$ cat src/rtl/g2d_ctrl_regs.sv
module g2d_ctrl_regs #(
  parameter int ADDR_W = 5,
  parameter int DATA_W = 32
) (
  input  logic              clk,
  input  logic              rst_n,
  input  logic              bus_valid,
  input  logic              bus_write,
  input  logic [ADDR_W-1:0] bus_addr,
  input  logic [DATA_W-1:0] bus_wdata,
  output logic [DATA_W-1:0] bus_rdata,
  input  logic              eng_done,
  input  logic              cmd_start,
  output logic              eng_rst,
  output logic              irq,
  output logic              pend_clr
);

  localparam logic [ADDR_W-1:0] OFS_RST  = ADDR_W'(5'h00);
  localparam logic [ADDR_W-1:0] OFS_EN   = ADDR_W'(5'h04);
  localparam logic [ADDR_W-1:0] OFS_PEND = ADDR_W'(5'h0C);
  localparam logic [ADDR_W-1:0] OFS_STAT = ADDR_W'(5'h10);

  logic wr, rd, sel_rst, sel_en, sel_pend, sel_stat;
  logic rst_q, en_q, pend_q, stat_q, clr_q;
  logic fin_evt, ack_one;

  assign wr       = bus_valid & bus_write;
  assign rd       = bus_valid & ~bus_write;
  assign sel_rst  = bus_addr == OFS_RST;
  assign sel_en   = bus_addr == OFS_EN;
  assign sel_pend = bus_addr == OFS_PEND;
  assign sel_stat = bus_addr == OFS_STAT;
  assign fin_evt  = eng_done & en_q;
  assign ack_one  = wr & sel_pend & bus_wdata[0];

  always_ff @(posedge clk or negedge rst_n) begin
    if (!rst_n) begin
      rst_q  <= 1'b0;
      en_q   <= 1'b0;
      pend_q <= 1'b0;
      stat_q <= 1'b1;
      clr_q  <= 1'b0;
    end else begin
      rst_q <= wr & sel_rst & bus_wdata[0] & ~rst_q;
      if (rst_q) begin
        en_q   <= 1'b0;
        pend_q <= 1'b0;
        stat_q <= 1'b1;
        clr_q  <= 1'b0;
      end else begin
        if (wr && sel_en) en_q <= bus_wdata[0];
        if (fin_evt) pend_q <= 1'b1;
        else if (ack_one) pend_q <= 1'b0;
        clr_q <= ack_one & pend_q & ~fin_evt;
        if (cmd_start) stat_q <= 1'b0;
        else if (eng_done) stat_q <= 1'b1;
      end
    end
  end

  always_comb begin
    bus_rdata = '0;
    if (rd) begin
      if (sel_en)   bus_rdata[0] = en_q;
      if (sel_pend) bus_rdata[0] = pend_q;
      if (sel_stat) bus_rdata[0] = stat_q;
    end
  end

  assign eng_rst  = rst_q;
  assign irq      = pend_q & en_q;
  assign pend_clr = clr_q;


  rst_pulse_once_chk: assert property (@(posedge clk) disable iff (!rst_n)
    eng_rst |=> !eng_rst);


  rst_from_write_chk: assert property (@(posedge clk) disable iff (!rst_n)
    (wr && sel_rst && bus_wdata[0] && !eng_rst) |=> eng_rst);


  rst_restore_chk: assert property (@(posedge clk) disable iff (!rst_n)
    eng_rst |=> (!en_q && !pend_q && stat_q && !irq));


  pend_set_chk: assert property (@(posedge clk) disable iff (!rst_n)
    (eng_done && en_q && !eng_rst) |=> pend_q);


  pend_hold_chk: assert property (@(posedge clk) disable iff (!rst_n)
    (pend_q && !eng_rst && !ack_one) |=> pend_q);


  stat_clear_chk: assert property (@(posedge clk) disable iff (!rst_n)
    (cmd_start && !eng_rst) |=> !stat_q);


  clr_hook_chk: assert property (@(posedge clk) disable iff (!rst_n)
    pend_clr |-> ($past(pend_q) && !pend_q));

endmodule

$ cat config.mk
export PLATFORM = sky130hd
export DESIGN_NAME = g2d_ctrl_regs
export DESIGN_NICKNAME = d
export VERILOG_FILES = /design/src/rtl/g2d_ctrl_regs.sv
export SDC_FILE = /design/constraint.sdc
export NUM_CORES = 1
export LEC_CHECK = 0
export ABC_AREA = 1
export BUFFER_PORTS_ARGS = -buffer_cell sky130_fd_sc_hd__buf_4
export CAP_MARGIN = 20
export CORE_ASPECT_RATIO = 0.7
export CORE_MARGIN = 5
export CORE_UTILIZATION = 27
export DETAILED_ROUTE_END_ITERATION = 10
export HOLD_SLACK_MARGIN = 0.05
export PLACE_DENSITY_LB_ADDON = 0.15
export SLEW_MARGIN = 20
export SYNTH_ARGS = -nofsm -noshare
export SYNTH_HDL_FRONTEND = slang
export SYNTH_SLANG_ARGS = --single-unit
export TNS_END_PERCENT = 1
$ cat constraint.sdc
create_clock -name clk -period 0.85 [get_ports clk]
set_input_delay 0.17 -clock clk [delete_from_list [all_inputs] [get_ports clk]]
set_output_delay 0.17 -clock clk [all_outputs]
set_load 0.03 [all_outputs]
==> impl_metrics.json, run 1 <==
{
  "status": "finished, violations left",
  "violations": "setup timing",
  "finalSetupViolCount": 6,
  "start_util": 0.293,
  "drtIter0Drc": 10,
  "cellPowerDensity_nw_per_um2": 1410,
  "dp_slack_ns": -0.241,
  "ios": 78,
  "grt_pass1_vias": 378,
  "rr_worst_depth": 6,
  "post-route-period-util": 1.53,
  "antenna_found_initial": 0,
  "drive_gt1_frac": 0.413,
  "synth_mux_area_frac": 0,
  "die_h_um": 48.0,
  "synth_flop_cell": "dfrtp_1",
  "syn_inst": 80,
  "setup_ws_ns": -0.450,
  "ant_nets": 0,
  "areaGrowthSynthToFinish_pct": 32.4,
  "synth-seq-cells": 5,
  "synthArstFlopShare": 1.00,
  "antenna_cells": 0,
  "period_needed_ns": 1.30,
  "max_freq_ghz": 0.769,
  "synth-edff-count": 0,
  "rrSetupSlack_ns": -0.04,
  "cts_max_path_buffers": 2,
  "grt_pass1_wl_mm": 1.53,
  "synth_top_area_cell": "buf_4",
  "grt_max_degree": 6,
  "synth_top_family_by_area": "buffers and inverters",
  "maxCapViolations": 0,
  "clkLatencyLatePin_ns": 0.24,
  "worstPathCellList": "nor2_1 -> nor2_1 -> nand2_1 -> inv_2 -> buf_6",
  "grt.total_usage": 0.0692,
  "fin_util": 0.387,
  "ys_warn_count": 0,
  "start_kind": "flop",
  "hpwlAfterDp_um": 975,
  "r2r_end": "pend_q$_DFFE_PN0P_",
  "slew_viol_final": 0,
  "syn_area_per_cell_um2": 6.96,
  "worstSetupPathType": "flop to primary output",
  "min_from": "cmd_start",
  "dr.pass1.iters": 4,
  "required_ns": 0.68,
  "drt-wirelength-per-cell_um": 8.92,
  "finalPower_mw": 1.04,
  "min_path_cells": 2,
  "synth_common_cells": "buf_4 (31), nand2_1 (13), inv_1 (10), nor2_1 (6), dfrtp_1 (4)",
  "cts_tree": "yes",
  "slowest_delay_ns": 0.53,
  "netlist_area_um2": 557,
  "h-tree-depth": 1,
  "fin_skew_ns": 0.00160,
  "synth_compound_area_frac": 0.0180,
  "nNetsFinal": 153,
  "routed_wirelength_mm": 1.17,
  "post_cts_buffers": 0,
  "overflow": 0,
  "yosysSeqAreaShare": 0.227,
  "die_w_um": 64.3,
  "final_cell_area_um2": 737,
  "end_kind": "primary output",
  "cp_common_cell": "nor2_1",
  "via_count": 469,
  "worst_path_max_delay_cell": "dfstp_2",
  "synthTopCellsByArea": "buf_4 (42%), dfrtp_1 (18%), nand2_1 (8.8%), inv_1 (6.7%), dfstp_2 (4.7%)",
  "rsz0062_at_grt": "true",
  "synth_top_area_frac": 0.418,
  "instances_no_fill": 131,
  "drc": 0,
  "critPathBufInv": 2,
  "die-area_um2": 3080,
  "whs_endpoint": "stat_q$_DFFE_PN1P_",
  "r2r-start": "en_q$_DFFE_PN0P_",
  "synth_most_common_cell": "buf_4",
  "cp.arrival_ns": 1.13,
  "clockRootBuffer": "clkbuf_4",
  "ir_drop_mv": 0.586,
  "synth-simple-area-share": 0.263,
  "synth_adder_area_share": 0,
  "rows": 13,
  "power_leakage_nw": 0.425,
  "numPortBuffers": 15,
  "core_um2": 1900,
  "yosys.area_share.xor_xnor": 0,
  "holdWs_ns": 0.0892,
  "clk_pin_slew_worst_paths_ns": 0.04,
  "vias_per_cell": 3.58,
  "crit_family": "flip-flops",
  "ys_types": 16,
  "hold_viol": 0,
  "clkSinkCount": 5,
  "crit_fanout": 2,
  "dpl_cell_area_um2": 653,
  "hold_path.class": "primary input to flop",
  "place.gp.congestion": 0.758,
  "fin_setup_tns_ns": -1.08,
  "placed_cells": 126,
  "numCtsBuffers": 3
}
-- flip-flops by register name, indices dropped and copies added (netlist names) --
| signal | flops |
|---|---|
| en_q | 1 |
| eng_rst | 1 |
| pend_clr | 1 |
| pend_q | 1 |
| stat_q | 1 |
-- logic make-up after synthesis --
kind of cell | Yosys count
DFF | 5
and+or+nand+nor | 31
AOI/OAI and AO/OA | 2
buffers and inverters | 41
other | 1
-- cells in the final DEF, fill, tap and decap left out --
master          n
conb_1         31
buf_4          20
nand2_1         9
inv_1           7
nand2_2         5
nor2_1          5
buf_6           5
inv_2           3
nor2_2          3
nand4_1         3
clkbuf_4        3
dfrtp_1         3
nand3_1         2
nor2_4          1
nor4_2          1
nor3_2          1
nand3_2         1
o21ai_1         1
o21ai_0         1
clkbuf_1        1
dfrtp_2         1
dlygate4sd3_1   1
dfstp_2         1
-- area by class of cell --
cell class | count | area [um^2]
fillers | 207 | 1170
multi-input cells | 64 | 302
repair buffers | 26 | 216
flip-flops and latches | 5 | 128
inverters | 10 | 37.5
well taps | 22 | 27.5
clock buffers | 4 | 26.3
-- timing repair --
item,4_1_cts,5_1_grt
resized for setup,12,3
hold buffers,1,0
endpoints found under the hold margin,5,0
pin swaps,1,1
endpoints found under the setup margin,8,8
-- routing by layer --
| layer | vias to the layer above | global-route usage | wire (um) |
|---|---|---|---|
| met4 | 0 | 0.0610 | 20 |
| met2 | 28 | 0.0992 | 560 |
| met1 | 199 | 0.0801 | 433 |
| met5 | - | 0 | 0 |
| li1 | 240 | - | - |
| met3 | 2 | 0.0305 | 155 |
-- how the worst max path moves through the flow --
stage / startpoint / endpoint / slack, ns / cells after the start
6_report: stat_q$_DFFE_PN1P_ / bus_rdata[0] / -0.45 / 5
5_1_grt: stat_q$_DFFE_PN1P_ / bus_rdata[0] / -0.53 / 5
4_1_cts: stat_q$_DFFE_PN1P_ / bus_rdata[0] / -0.45 / 5
3_5_place_dp: bus_addr[2] / bus_rdata[0] / -0.24 / 8
3_3_place_gp: bus_addr[2] / bus_rdata[0] / -0.23 / 8
2_1_floorplan: stat_q$_DFFE_PN1P_ / bus_rdata[0] / -0.11 / 4
-- where the power goes --
group	switching, mW	leakage [nW]	internal [mW]
registers	0.0225	0.0582	0.266
logic	0.328	0.352	0.148
clock network	0.0953	0.0150	0.177
total	0.446	0.425	0.592
(Power assumes the default switching activity.)
==> run 2, diff against run 1 <==
Clock period 0.85 ns to 1.06 ns, I/O delays scaled along.
==> impl_metrics.json, run 2 (synthesis results as in run 1) <==
{
  "nNetsFinal": 150,
  "holdWs_ns": 0.135,
  "mostFrequentLayoutCell": "conb_1",
  "overflow": 0,
  "clockRootBuffer": "clkbuf_4",
  "clkLatencyLatePin_ns": 0.25,
  "clkSinkCount": 5,
  "die-area_um2": 3080,
  "mostFrequentLayoutCells": "conb_1 (31), buf_4 (16), nand2_1 (12)",
  "status": "finished, violations left",
  "power.share.switching": 0.426,
  "rsz0062_at_grt": "true",
  "ir_drop_mv": 0.697,
  "violations": "setup timing",
  "comb_power_share": 0.455,
  "fin_skew_ns": 0.00275,
  "antenna_found_initial": 0,
  "drtIter0Drc": 11,
  "drive_gt1_frac": 0.321,
  "fin_setup_tns_ns": -0.448,
  "p_switching_uw": 355,
  "max_freq_ghz": 0.737,
  "whs_endpoint": "stat_q$_DFFE_PN1P_",
  "vias_per_cell": 3.45,
  "hold_viol": 0,
  "maxCapViolations": 0,
  "h-tree-depth": 1,
  "dpl_cell_area_um2": 629,
  "clockPowerShare": 0.273,
  "finalSetupViolCount": 3,
  "final_cell_area_um2": 693,
  "areaGrowthSynthToFinish_pct": 24.5,
  "ant_nets": 0,
  "power_leakage_nw": 0.412,
  "worst_path_max_delay_cell": "dfstp_2",
  "worstPathCellList": "nor2_2 -> nor2_1 -> nand2_1 -> inv_2 -> buf_6",
  "start_util": 0.293,
  "slowest_delay_ns": 0.53,
  "hpwlAfterDp_um": 975,
  "crit_fanout": 2,
  "cts_max_path_buffers": 2,
  "die_w_um": 64.3,
  "routed_wirelength_mm": 1.08,
  "numCtsBuffers": 3,
  "internal_power_uw": 478,
  "setup_ws_ns": -0.297,
  "rr_worst_depth": 6,
  "slew_viol_final": 0,
  "r2r_end": "pend_q$_DFFE_PN0P_",
  "rrSetupSlack_ns": 0.12,
  "r2r-start": "en_q$_DFFE_PN0P_",
  "cp.arrival_ns": 1.15,
  "grt_max_degree": 7,
  "period_needed_ns": 1.36,
  "cellPowerDensity_nw_per_um2": 1200,
  "required_ns": 0.85,
  "grt.total_usage": 0.0657,
  "drt-wirelength-per-cell_um": 8.46,
  "drc": 0,
  "numPortBuffers": 15,
  "multi_input_comb_area_um2": 278,
  "grt_pass1_vias": 351,
  "min_path_cells": 2,
  "end_kind": "primary output",
  "rows": 13,
  "post-route-period-util": 1.28,
  "cts_tree": "yes",
  "grt_pass1_wl_mm": 1.45,
  "seqPwrFrac": 0.273,
  "via_count": 441,
  "start_kind": "flop",
  "clk_pin_slew_worst_paths_ns": 0.05,
  "hold_path.class": "primary input to flop",
  "ios": 78,
  "dr.pass1.iters": 4,
  "worstSetupPathType": "flop to primary output",
  "nFillCells": 216,
  "antenna_cells": 0,
  "regArea_um2": 126,
  "place.gp.congestion": 0.768,
  "die_h_um": 48.0,
  "finalPower_uw": 833,
  "core_um2": 1900,
  "min_from": "cmd_start"
}
[run 2: through the flow]
stage | utilization | std cells | setup slack [ns]
2_1_floorplan | - | 110 | 0.0504
3_3_place_gp | 0.331 | 123 | -0.159
3_5_place_dp | 0.331 | 123 | -0.157
4_1_cts | 0.363 | 128 | -0.301
5_1_grt | 0.364 | 128 | -0.383
6_report | 0.364 | 128 | -0.297
[run 2: cell type report]
type,count,area share
Tap cell,22,0.0397
Timing Repair Buffer,23,0.285
Multi-Input combinational cell,64,0.401
Clock buffer,4,0.0379
Inverter,10,0.0542
Sequential cell,5,0.182
[run 2: power groups by stage]
stage | combinational (mW) | sequential, mW | clock (mW)
after floorplan | 0.321 | 0.229 | 0
after global placement | 0.344 | 0.227 | 0
after detailed placement | 0.346 | 0.226 | 0
after CTS | 0.378 | 0.227 | 0.237
after global routing | 0.408 | 0.231 | 0.253
final | 0.379 | 0.227 | 0.227
[run 2: worst max path at each step]
stage / start / end / slack, ns / depth (start not counted)
global placement: bus_addr[1] / bus_rdata[0] / -0.16 / 8
global route: stat_q$_DFFE_PN1P_ / bus_rdata[0] / -0.38 / 5
detailed placement: bus_addr[1] / bus_rdata[0] / -0.16 / 8
finish: stat_q$_DFFE_PN1P_ / bus_rdata[0] / -0.30 / 5
floorplan: stat_q$_DFFE_PN1P_ / bus_rdata[0] / 0.05 / 4
CTS: stat_q$_DFFE_PN1P_ / bus_rdata[0] / -0.30 / 5
[run 2: what timing repair did]
action | 4_1_cts | 5_1_grt
buffers inserted | 0 | 0
endpoints found under the hold margin | 5 | 0
cloned | 0 | 0
hold buffers | 1 | 0
pin swaps | 0 | 3
resized for setup | 8 | 1
setup endpoints to repair | 3 | 3
[run 2: worst max-delay path, delay by kind of cell, from the launching register on]
kind	cells	cell delay, ns
flip-flops	1	0.53
AND/OR/NAND/NOR	3	0.20
buffers and inverters	2	0.17
[run 2: metal layers]
metal	track usage	vias to the layer above	share of wire
met3	0.0469	0	0.15
met2	0.0893	25	0.44
li1	-	235	-
met5	0	-	0
met4	0.0244	0	0
met1	0.0801	181	0.40
==> run 3, diff against run 2 <==
Settings changed: CAP_MARGIN 20 to 5, PLACE_DENSITY_LB_ADDON 0.15 to 0.08.
==> impl_metrics.json, run 3 (synthesis results as in run 1) <==
{
  "status": "finished, violations left",
  "violations": "setup timing",
  "mostFrequentLayoutCells": "conb_1 (31), buf_4 (17), nand2_1 (12)",
  "dpl_cell_area_um2": 629,
  "power.share.switching": 0.426,
  "place.gp.congestion": 0.746,
  "start_util": 0.293,
  "clkSinkCount": 5,
  "grt_pass1_wl_mm": 1.73,
  "instances_no_fill": 128,
  "rows": 13,
  "numCtsBuffers": 3,
  "end_kind": "primary output",
  "clkLatencyLatePin_ns": 0.24,
  "power_leakage_nw": 0.411,
  "finalSetupViolCount": 2,
  "antenna_cells": 0,
  "mostFrequentLayoutCell": "conb_1",
  "cp.arrival_ns": 1.12,
  "drtIter0Drc": 5,
  "grt_pass1_vias": 401,
  "nFillCells": 208,
  "crit_fanout": 2,
  "period_needed_ns": 1.33,
  "via_count": 468,
  "overflow": 0,
  "start_kind": "flop",
  "die-area_um2": 3080,
  "dr.pass1.iters": 4,
  "clockPowerShare": 0.263,
  "numPortBuffers": 15,
  "h-tree-depth": 1,
  "final_cell_area_um2": 702,
  "nNetsFinal": 150,
  "seqPwrFrac": 0.270,
  "die_h_um": 48.0,
  "setup_ws_ns": -0.272,
  "core_um2": 1900,
  "hold_viol": 0,
  "finalPower_uw": 846,
  "rsz0062_at_grt": "true",
  "slew_viol_final": 0,
  "hpwlAfterDp_um": 982,
  "maxCapViolations": 0,
  "placed_cells": 123,
  "ir_drop_mv": 0.730,
  "clk_pin_slew_worst_paths_ns": 0.04,
  "fin_skew_ns": 0.000316,
  "drt-wirelength-per-cell_um": 8.91,
  "clockRootBuffer": "clkbuf_4",
  "max_freq_ghz": 0.751,
  "worstSetupPathType": "flop to primary output",
  "post-route-period-util": 1.26,
  "grt_max_degree": 6,
  "grt.total_usage": 0.0769,
  "ant_nets": 0,
  "antenna_found_initial": 0,
  "p_switching_uw": 360,
  "routed_wirelength_mm": 1.14,
  "ios": 78,
  "areaGrowthSynthToFinish_pct": 26.1,
  "comb_power_share": 0.467,
  "drc": 0,
  "required_ns": 0.85,
  "cellPowerDensity_nw_per_um2": 1210,
  "dp_slack_ns": -0.121,
  "hold_path.class": "primary input to flop",
  "internal_power_uw": 485,
  "post_cts_buffers": 0,
  "vias_per_cell": 3.66,
  "drive_gt1_frac": 0.340,
  "die_w_um": 64.3,
  "cts_max_path_buffers": 2,
  "cts_tree": "yes"
}
[run 3: cell types whose count changed in the layout (fill, tap and decap cells not counted)]
| cell | previous run | this run |
|---|---|---|
| buf_4 | 16 | 17 |
| nor4_1 | 1 | 0 |
| buf_6 | 6 | 5 |
| nor4_2 | 0 | 1 |
| dfrtp_2 | 0 | 1 |
| nand2_4 | 0 | 1 |
| nand2_2 | 2 | 1 |
| dfrtp_1 | 4 | 3 |
[run 3: power by group through the flow]
stage                     Sequential [mW]  Clock, mW  Combinational [mW]
after CTS                           0.226      0.227               0.374
after floorplan                     0.229          0               0.321
final                               0.228      0.223               0.395
after global placement              0.227          0               0.349
after detailed placement            0.227          0               0.348
after global routing                0.230      0.252               0.426
[run 3: path summary, 6_finish.rpt]
| kind | from | to | slack [ns] | cells after the start |
|---|---|---|---|---|
| max | stat_q$_DFFE_PN1P_ | bus_rdata[0] | -0.27 | 5 |
| min | cmd_start | stat_q$_DFFE_PN1P_ | 0.12 | 2 |
| min in group asynchronous | rst_n | en_q$_DFFE_PN0P_ | 0.32 | 2 |
| min reg2reg | eng_rst$_DFF_PN0_ | pend_clr$_DFF_PN0_ | 0.51 | 1 |
| max reg2reg | eng_rst$_DFF_PN0_ | eng_rst$_DFF_PN0_ | 0.11 | 3 |
| max in group asynchronous | rst_n | stat_q$_DFFE_PN1P_ | 0.55 | 2 |
[run 3: per-layer routing]
metal  wire [um]  up-vias  track usage
met5           0        -            0
met2         514       34        0.121
li1            -      235            -
met1         451      199       0.0913
met4           0        0       0.0122
met3         175        0       0.0493
[run 3: area by class of cell]
type / instances / area [um^2] / area share
well taps: 22 / 27.5 / 0.0392
multi-input cells: 64 / 289 / 0.412
clock buffers: 4 / 26.3 / 0.0374
inverters: 10 / 37.5 / 0.0535
repair buffers: 23 / 194 / 0.276
flip-flops and latches: 5 / 128 / 0.182
[run 3: repair_timing]
item | CTS | global route
hold endpoints to repair | 5 | 0
endpoints found under the setup margin | 3 | 4
hold buffers | 1 | 0
pin swaps | 1 | 0
gates resized for setup | 6 | 5
[run 3: worst max-delay path: stages (launching register included)]
cell	delay (ns)
dfstp_2	0.53
nor2_2	0.04
nor2_1	0.08
nand2_1	0.06
inv_2	0.05
buf_6	0.12
[run 3: stage by stage]
step / util / setup TNS [ns] / hold WS [ns]
floorplan: - / 0 / -0.0836
detailed placement: 0.331 / -0.132 / 0.0189
global route: 0.369 / -0.529 / 0.127
CTS: 0.359 / -0.413 / 0.123
finish: 0.369 / -0.390 / 0.125
global placement: 0.331 / -0.161 / 0.0195
